==> src/rtl/seq_pkg.sv <==
package seq_pkg;
  typedef enum logic [1:0] {
    ST_IDLE  = 2'd0,
    ST_CONV  = 2'd1,
    ST_ACQ   = 2'd2,
    ST_SLEEP = 2'd3
  } seq_state_t;

  typedef enum logic [1:0] {
    MD_NORMAL  = 2'b00,
    MD_WARP    = 2'b01,
    MD_IMPULSE = 2'b10,
    MD_NORM2   = 2'b11
  } seq_mode_t;
endpackage

==> src/rtl/seq_strobe_edge.sv <==
module seq_strobe_edge (
  input  logic clk,
  input  logic rst_n,
  input  logic start_n,
  output logic fall
);
  logic prev_q;
  logic armed_q;

  // armed_q: strobe has been seen high since reset
  always_ff @(posedge clk) begin
    if (!rst_n) begin
      prev_q  <= 1'b1;
      armed_q <= 1'b0;
    end else begin
      prev_q <= start_n;
      if (start_n) armed_q <= 1'b1;
    end
  end

  assign fall = armed_q & prev_q & ~start_n;
endmodule

==> src/rtl/seq_phase_timer.sv <==
module seq_phase_timer #(
  parameter int W = 5
) (
  input  logic         clk,
  input  logic         rst_n,
  input  logic         clr,
  input  logic [W-1:0] limit,
  output logic         hit
);
  logic [W-1:0] cnt_q;

  always_ff @(posedge clk) begin
    if (!rst_n || clr) cnt_q <= '0;
    else               cnt_q <= cnt_q + 1'b1;
  end

  assign hit = (cnt_q == limit);
endmodule

==> src/rtl/adc_start_seq.sv <==
module adc_start_seq
  import seq_pkg::*;
#(
  parameter int CONV_CYCLES = 18,
  parameter int ACQ_CYCLES  = 6
) (
  input  logic       clk,
  input  logic       rst_n,
  input  logic       start_n,
  input  logic       pwrdn_req,
  input  logic [1:0] mode,
  output logic       busy,
  output logic       done,
  output logic       low_pwr,
  output logic       sleep
);
  localparam int MAXC = (CONV_CYCLES > ACQ_CYCLES) ? CONV_CYCLES : ACQ_CYCLES;
  localparam int CW   = $clog2(MAXC + 1);
  localparam logic [CW-1:0] CONV_LIM = CW'(CONV_CYCLES - 1);
  localparam logic [CW-1:0] ACQ_LIM  = CW'(ACQ_CYCLES - 1);

  seq_state_t state_q, state_d;
  logic pd_pend_q, pd_pend_d;
  logic done_q, done_d;
  logic fall, hit, clr, impulse;
  logic [CW-1:0] limit;

  seq_strobe_edge u_edge (
    .clk(clk), .rst_n(rst_n), .start_n(start_n), .fall(fall)
  );

  assign limit = (state_q == ST_CONV) ? CONV_LIM : ACQ_LIM;
  assign clr   = (state_d != state_q);

  seq_phase_timer #(.W(CW)) u_timer (
    .clk(clk), .rst_n(rst_n), .clr(clr), .limit(limit), .hit(hit)
  );

  assign impulse = (seq_mode_t'(mode) == MD_IMPULSE);

  always_comb begin
    state_d   = state_q;
    pd_pend_d = pd_pend_q;
    done_d    = 1'b0;
    case (state_q)
      ST_IDLE: begin
        if (pwrdn_req) state_d = ST_SLEEP;
        else if (fall) state_d = ST_CONV;
      end
      ST_CONV: begin
        if (pwrdn_req) pd_pend_d = 1'b1;
        if (hit) begin
          done_d    = 1'b1;
          pd_pend_d = 1'b0;
          if (pd_pend_q || pwrdn_req)  state_d = ST_SLEEP;
          else if (impulse && !start_n) state_d = ST_ACQ;
          else                          state_d = ST_IDLE;
        end
      end
      ST_ACQ: begin
        if (pwrdn_req) state_d = ST_SLEEP;
        else if (hit) state_d = (impulse && !start_n) ? ST_CONV : ST_IDLE;
      end
      default: begin
        if (!pwrdn_req) state_d = ST_IDLE;
      end
    endcase
  end

  always_ff @(posedge clk) begin
    if (!rst_n) begin
      state_q   <= ST_IDLE;
      pd_pend_q <= 1'b0;
      done_q    <= 1'b0;
    end else begin
      state_q   <= state_d;
      pd_pend_q <= pd_pend_d;
      done_q    <= done_d;
    end
  end

  assign busy    = (state_q == ST_CONV);
  assign sleep   = (state_q == ST_SLEEP);
  assign done    = done_q;
  assign low_pwr = impulse && (state_q == ST_IDLE || state_q == ST_ACQ);

  p_start_r1: assert property (@(posedge clk) disable iff (!rst_n)
    (state_q == ST_IDLE && fall && !pwrdn_req) |=> busy);
  p_no_abort_r2: assert property (@(posedge clk) disable iff (!rst_n)
    (busy && !hit) |=> busy);
  p_pd_defer_r3: assert property (@(posedge clk) disable iff (!rst_n)
    (busy && pwrdn_req) |=> (busy || sleep));
  p_auto_impulse_r4: assert property (@(posedge clk) disable iff (!rst_n)
    ($rose(busy) && !$past(fall)) |-> ($past(mode) == MD_IMPULSE));
  p_lp_excl_r7: assert property (@(posedge clk) disable iff (!rst_n)
    low_pwr |-> (!busy && !sleep));
  p_done_fall_r8: assert property (@(posedge clk) disable iff (!rst_n)
    $fell(busy) |-> done);
  p_done_once_r8: assert property (@(posedge clk) disable iff (!rst_n)
    done |=> !done);
endmodule

==> config.mk <==
export PLATFORM = sky130hd
export DESIGN_NAME = adc_start_seq
export DESIGN_NICKNAME = d
export VERILOG_FILES = /design/src/rtl/seq_pkg.sv /design/src/rtl/seq_strobe_edge.sv /design/src/rtl/seq_phase_timer.sv /design/src/rtl/adc_start_seq.sv
export SDC_FILE = /design/constraint.sdc
export NUM_CORES = 1
export LEC_CHECK = 0
export ABC_AREA = 1
export BUFFER_PORTS_ARGS = -buffer_cell sky130_fd_sc_hd__buf_2
export CORE_AREA = 5 5 42 44
export CTS_CLUSTER_DIAMETER = 30
export DETAILED_ROUTE_END_ITERATION = 8
export DIE_AREA = 0 0 47 49
export HOLD_SLACK_MARGIN = 0.15
export PLACE_DENSITY = 0.67
export REMOVE_ABC_BUFFERS = 1
export SETUP_SLACK_MARGIN = 0.3
export SLEW_MARGIN = 5
export SYNTH_ARGS = -nofsm -noshare
export SYNTH_HDL_FRONTEND = slang
export SYNTH_SLANG_ARGS = --single-unit
export TNS_END_PERCENT = 20
==> constraint.sdc <==
create_clock -name clk -period 2.35 [get_ports clk]
set_input_delay 0.47 -clock clk [delete_from_list [all_inputs] [get_ports clk]]
set_output_delay 0.47 -clock clk [all_outputs]
set_load 0.01 [all_outputs]
==> results.md, run 1 <==
* Vias in the first global route at 447
* Skew final at 0.00718 ns
* Layout cell share with drive strength beyond 1 at 22.0%
* IO buf count at 9
* Clock network fraction of total power at 30.2%
* H-tree levels at 1
* Setup Buffers After CTS at 0
* Top-Level Pins at 10
* Final antenna diode count at 0
* DRC violations left at 0
* Post-detail-place hpwl at 918 um
* DRT iter0 DRCs at 5
* Clock root cell: clkbuf_4
* Layout area overhead at 15.0%
* Pwr dens at 596 nW/um2
* Final setup viols at 0
* Cell variety after synth at 20
* Number of buffers created by CTS at 3
* Die Area at 2300 um2
* Max_slew headroom at 83.4%
* #FFs+latches synth at 11
* Sink Count at 11
* Worst-path clk slew at 0.06 ns
* Initial Util at 43.4%
* Die Y at 49 um
* Hold Fails Final Rpt at 0
* Post-synthesis instance total at 87
* Die Wd at 47 um
* First-pass GRT wire length at 1.90 mm
* Class of the worst hold path: in -> reg
* Initial antenna violation count at 0
* Power Total at 417 uW
* Hold_buf cts at 0
* TritonCTS clock tree: yes
* Worst Setup Path Type: reg -> out
* Core area at 1400 um2
* Unrepaired setup endpoints after global routing: no
* CP required at 1.88 ns
* Final net count at 109
* Most frequent cells in the layout: 15 x nor2_1, 14 x inv_1, 14 x nand2_1
* Total GRT Usage at 11.5%
* Mean Syn Cell Area at 6.99 um2
* Clk_lat worst skew at 0.27 ns
* Per-cell routed wire length at 9.86 um
* Largest net degree at the start of global routing at 8
* Crit path max fanout at 7
* Placer Congestion at 0.887
* Vias at 537
* Maximum vdd drop at 0.000362 V
* Switching share of power at 29.8%
* Clk buf depth at 2
* DR pass1 iterations at 4
* Commonest non-fill, non-tap cell in the layout: nor2_1
* Tightest Pin Transition at 0.248 ns
* Run status: completed
* Post-synth top area cell: dfxtp_1
* Final wirelength at 1.14 mm
* Post-CTS sizing at 0
* Sequential Power Share at 50.5%
* Top-area cell type share of the netlist area at 36.2%
* Seq/Total Area, Yosys at 36.2%
* Psw at 124 uW
* Element type at the critical path start: flop
* Final slew viol count at 0
* Critical Path AT at 1.12 ns
* Gate power share at 19.3%
* Row count at 14
* Power Internal at 293 uW
* Tcrit/Tclk final at 67.6%
* Max Cap Viol at 0
* Ys Warns at 0
* ANT nets after route at 0
* Worst setup EP type: output port
* Post-synthesis cell area at 608 um2
* Top cells by area, synth: dfxtp_1 36%, nor2_1 9.3%, inv_1 8.6%
* FMAX at 629 MHz
* Tmin final at 1.59 ns
* Total grt overflow at 0
* Via-per-instance ratio at 4.63
* Setup TNS at 0 ns
* Lkg Pwr at 0.355 nW
[power groups by stage]
stage | sequential (mW) | combinational (mW) | clock (mW)
after global placement | 0.215 | 0.0803 | 0
after CTS | 0.210 | 0.0809 | 0.134
after floorplan | 0.212 | 0.0604 | 0
final | 0.211 | 0.0806 | 0.126
after detailed placement | 0.215 | 0.0805 | 0
after global routing | 0.212 | 0.0909 | 0.143
[kinds of logic after synthesis]
family | after synthesis | synth area share (%)
adders and majority gates | 2 | 4.11
buffers and inverters | 16 | 9.88
AOI/OAI and AO/OA | 7 | 6.38
and+or+nand+nor | 48 | 39.1
xor gates and xnor gates | 3 | 4.32
DFF | 11 | 36.2
[synth_stat cells (all sizes together)]
cell type	instances
a21oi	2
dfxtp	11
nor2	17
ha	2
a31oi	1
nand2	18
o211ai	1
inv	16
nor3	3
xnor2	1
nand3	9
nand4	1
xor2	2
o21ai	3
[critical path, stage by stage (launching register included)]
cell,delay (ns)
dfxtp_1,0.46
inv_2,0.12
nor2_4,0.13
buf_2,0.15
[state kept, by name (all words and copies together) (netlist names)]
name and flops:
u_edge.armed_q 1, u_edge.prev_q 1, state_q 2, done 1, pd_pend_q 1, u_timer.cnt_q 5
[metal layers]
metal	share of wire, %	global-route usage [%]
met1	49	16.2
met2	42	13.8
met3	5.2	4.06
met4	3.7	8.29
met5	0	0
[final cells by class]
cell class	instances	area [um2]
clock buffer	4	26.3
fill	147	702
inverter	16	60.1
sequential	11	220
timing repair buffer	9	45.0
tap	16	20.0
multi-input combinational	60	328
[through the flow]
stage / area [um2] / std cells / hold WS (ns) / util [%] / setup WS [ns]
5_1_grt: 699 / 116 / 0.412 / 49.9 / 0.688
6_report: 699 / 116 / 0.403 / 49.9 / 0.761
3_5_place_dp: 673 / 112 / 0.453 / 48.0 / 0.870
2_1_floorplan: 608 / 87 / 0.433 / - / 1.04
4_1_cts: 699 / 116 / 0.394 / 49.9 / 0.751
3_3_place_gp: 673 / 112 / 0.447 / 48.0 / 0.875
[final timing paths]
path	depth (start not counted)	start	to	slack (ns)
worst max-delay path	3	state_q[0]	busy	0.76
worst min-delay path	2	rst_n	u_edge.prev_q	0.40
worst max register to register	11	u_timer.cnt_q[0]	u_timer.cnt_q[3]	0.88
worst min register to register	1	u_timer.cnt_q[0]	u_timer.cnt_q[0]	0.46
(Power assumes the default switching activity.)
==> run 2: changes to the inputs <==
ABC_AREA = 0   (was 1)
PLACE_DENSITY = 0.7   (was 0.67)
clock period = 1.55 ns   (was 2.35 ns; I/O delays follow)
==> results.md, run 2 <==
* Largest registers: u_timer.cnt_q x5, state_q x2
* Failing checks: negative setup slack
* Main synth FF type: dfxtp_1
* Most frequent cells in the layout: 12 x buf_4, 8 x buf_6, 7 x buf_2
* Core area at 1400 um2
* Maximum vdd drop at 0.000588 V
* DRC violations left at 0
* Final wirelength at 1.68 mm
* Placed instance count at 111
* Unrepaired setup endpoints after global routing: yes
* DR pass1 iterations at 4
* Largest reg by FF count: u_timer.cnt_q
* Skew final at 0.00677 ns
* Clock root cell: clkbuf_4
* Final Non-Filler Cells at 119
* Clk buf depth at 2
* Fin util at 73.2%
* Sink Count at 11
* CP required at 1.71 ns
* Gate power share at 30.3%
* Critical-path top delay cell: dfxtp_4
* DRT iter0 DRCs at 11
* Final setup viols at 5
* Met3 GRT Util at 6.27%
* Largest net degree at the start of global routing at 9
* CP Buf/Inv Count at 2
* Worst-path clk slew at 0.08 ns
* Total grt overflow at 0
* Setup TNS at -0.381 ns
* Layout cell share with drive strength beyond 1 at 56.3%
* GRT Max-Usage Layer: met2
* Post-synthesis instance total at 73
* Grt met2 use at 26.0%
* Layout area overhead at 56.8%
* Die Area at 2300 um2
* Number of flops mapped to enable cells by yosys at 0
* Pwr dens at 729 nW/um2
* Synth top cells by count: 11 x dfxtp_1, 6 x nand2b_1, 6 x nor3_1
* Setup WS post-layout at -0.103 ns
* Ys Warns at 0
* Commonest non-fill, non-tap cell in the layout: buf_4
* Row count at 14
* IO buf count at 9
* Die Y at 49 um
* Final antenna diode count at 0
* Placer Congestion at 0.823
* Die Wd at 47 um
* Max reg flops at 5
* Sequential Power Share at 42.3%
* Post-synthesis cell area at 654 um2
* Per-cell routed wire length at 14.1 um
* TritonCTS clock tree: yes
* Clock network fraction of total power at 27.4%
* Number of buffers created by CTS at 3
* Worst setup EP type: flop
* WHS at 0.274 ns
* Power Total at 748 uW
* Tmin final at 1.65 ns
* FMAX at 605 MHz
* Async SR Flop Fraction at 0%
* Final net count at 112
* Max_slew headroom at 80.1%
* Post-detail-place hpwl at 1.09 mm
* Crit path max fanout at 6
* Tightest Pin Transition at 0.296 ns
* Critical Path AT at 1.81 ns
* H-tree levels at 1
* Cell variety after synth at 29
* Max Cap Viol at 0
* ANT nets after route at 0
* Initial Util at 46.7%
* Top-count cell post-synth: dfxtp_1
* Element type at the critical path start: flop
* Total GRT Usage at 18.7%
* Met1 Track Usage GR at 25.7%
* Top-Level Pins at 10
* Delay-heaviest family, CP: flip-flops
* Crit path largest cell delay at 0.38 ns
* Via-per-instance ratio at 5.49
* Worst path cell trace: buf_6, nand2b_4, nor3_4, nand2_2, a32oi_4, buf_6, mux2_4
* Vias at 653
* Class of the worst hold path: in -> reg
* Switching share of power at 30.2%
* Seq/Total Area, Yosys at 33.7%
* Final slew viol count at 0
* First-pass GRT wire length at 3.06 mm
* Power Internal at 522 uW
* Run status: finished with violations
* Worst Setup Path Type: reg -> reg
* Psw at 226 uW
* Top-area cell type share of the netlist area at 33.7%
* Clk_lat worst skew at 0.28 ns
* #FFs+latches synth at 11
* Lkg Pwr at 0.421 nW
* Post-synth top area cell: dfxtp_1
* Mean Syn Cell Area at 8.96 um2
* Cell repeated most along the worst path: buf_6
* Initial antenna violation count at 0
* Vias in the first global route at 644
* Top cells by area, synth: dfxtp_1 34%, mux2_2 8.6%, nand2b_1 5.7%
* Hold_buf cts at 0
* Tcrit/Tclk final at 107%
* Hold Fails Final Rpt at 0
-- run 2: cell types whose count changed after synthesis, sizes merged, moves of 3 or more --
cell    change
nand2      -14
mux2        +5
nand3       -6
nor3        +3
nor2       -12
nand2b      +6
inv        -12
nor4        +5
-- run 2: metrics by stage --
| step | setup slack [ns] | instance area [um2] |
|---|---|---|
| after floorplan | -0.181 | 651 |
| after global placement | -0.111 | 821 |
| after detailed placement | -0.116 | 821 |
| after CTS | -0.0452 | 990 |
| after global routing | -0.163 | 1030 |
| final | -0.103 | 1030 |
-- run 2: repair_timing --
action,CTS,global route
cloned,1,0
endpoints found under the setup margin,10,10
setup buffers,2,1
pin swaps,6,2
gates resized for setup,30,6
-- run 2: worst paths after layout --
| kind | start | to | slack [ns] | cells after the start |
|---|---|---|---|---|
| setup / recovery | state_q[0] | u_timer.cnt_q[3] | -0.10 | 7 |
| hold / removal | rst_n | u_edge.prev_q | 0.27 | 2 |
| setup reg to reg | state_q[0] | u_timer.cnt_q[3] | -0.10 | 7 |
| hold reg to reg | u_edge.armed_q | u_edge.armed_q | 0.47 | 1 |
-- run 2: cells by family after synthesis --
kind of cell | share of synthesized area, %
adder cells (fa/ha/maj) | 3.82
flip-flops | 33.7
buffers and inverters | 2.87
multiplexers | 8.60
XOR/XNOR | 4.02
AND/OR/NAND/NOR | 31.0
AO/OA/AOI/OAI | 16.1
-- run 2: layout make-up --
type,count,area [um2]
Fill cell,95,375
Multi-Input combinational cell,57,520
Sequential cell,11,229
Timing Repair Buffer,27,215
Tap cell,16,20.0
Clock buffer,4,26.3
Inverter,4,15.0
-- run 2: per-layer routing --
| layer | share of wire, % | vias to the layer above |
|---|---|---|
| li1 | - | 324 |
| met1 | 47 | 315 |
| met2 | 48 | 12 |
| met3 | 3.5 | 2 |
| met4 | 0.54 | 0 |
| met5 | 0 | - |
-- run 2: power groups by stage --
| stage | combinational, mW | sequential (mW) | clock (mW) |
|---|---|---|---|
| finish | 0.227 | 0.316 | 0.205 |
| global route | 0.247 | 0.319 | 0.239 |
| CTS | 0.222 | 0.315 | 0.207 |
| detailed placement | 0.160 | 0.315 | 0 |
| global placement | 0.157 | 0.314 | 0 |
| floorplan | 0.0866 | 0.321 | 0 |
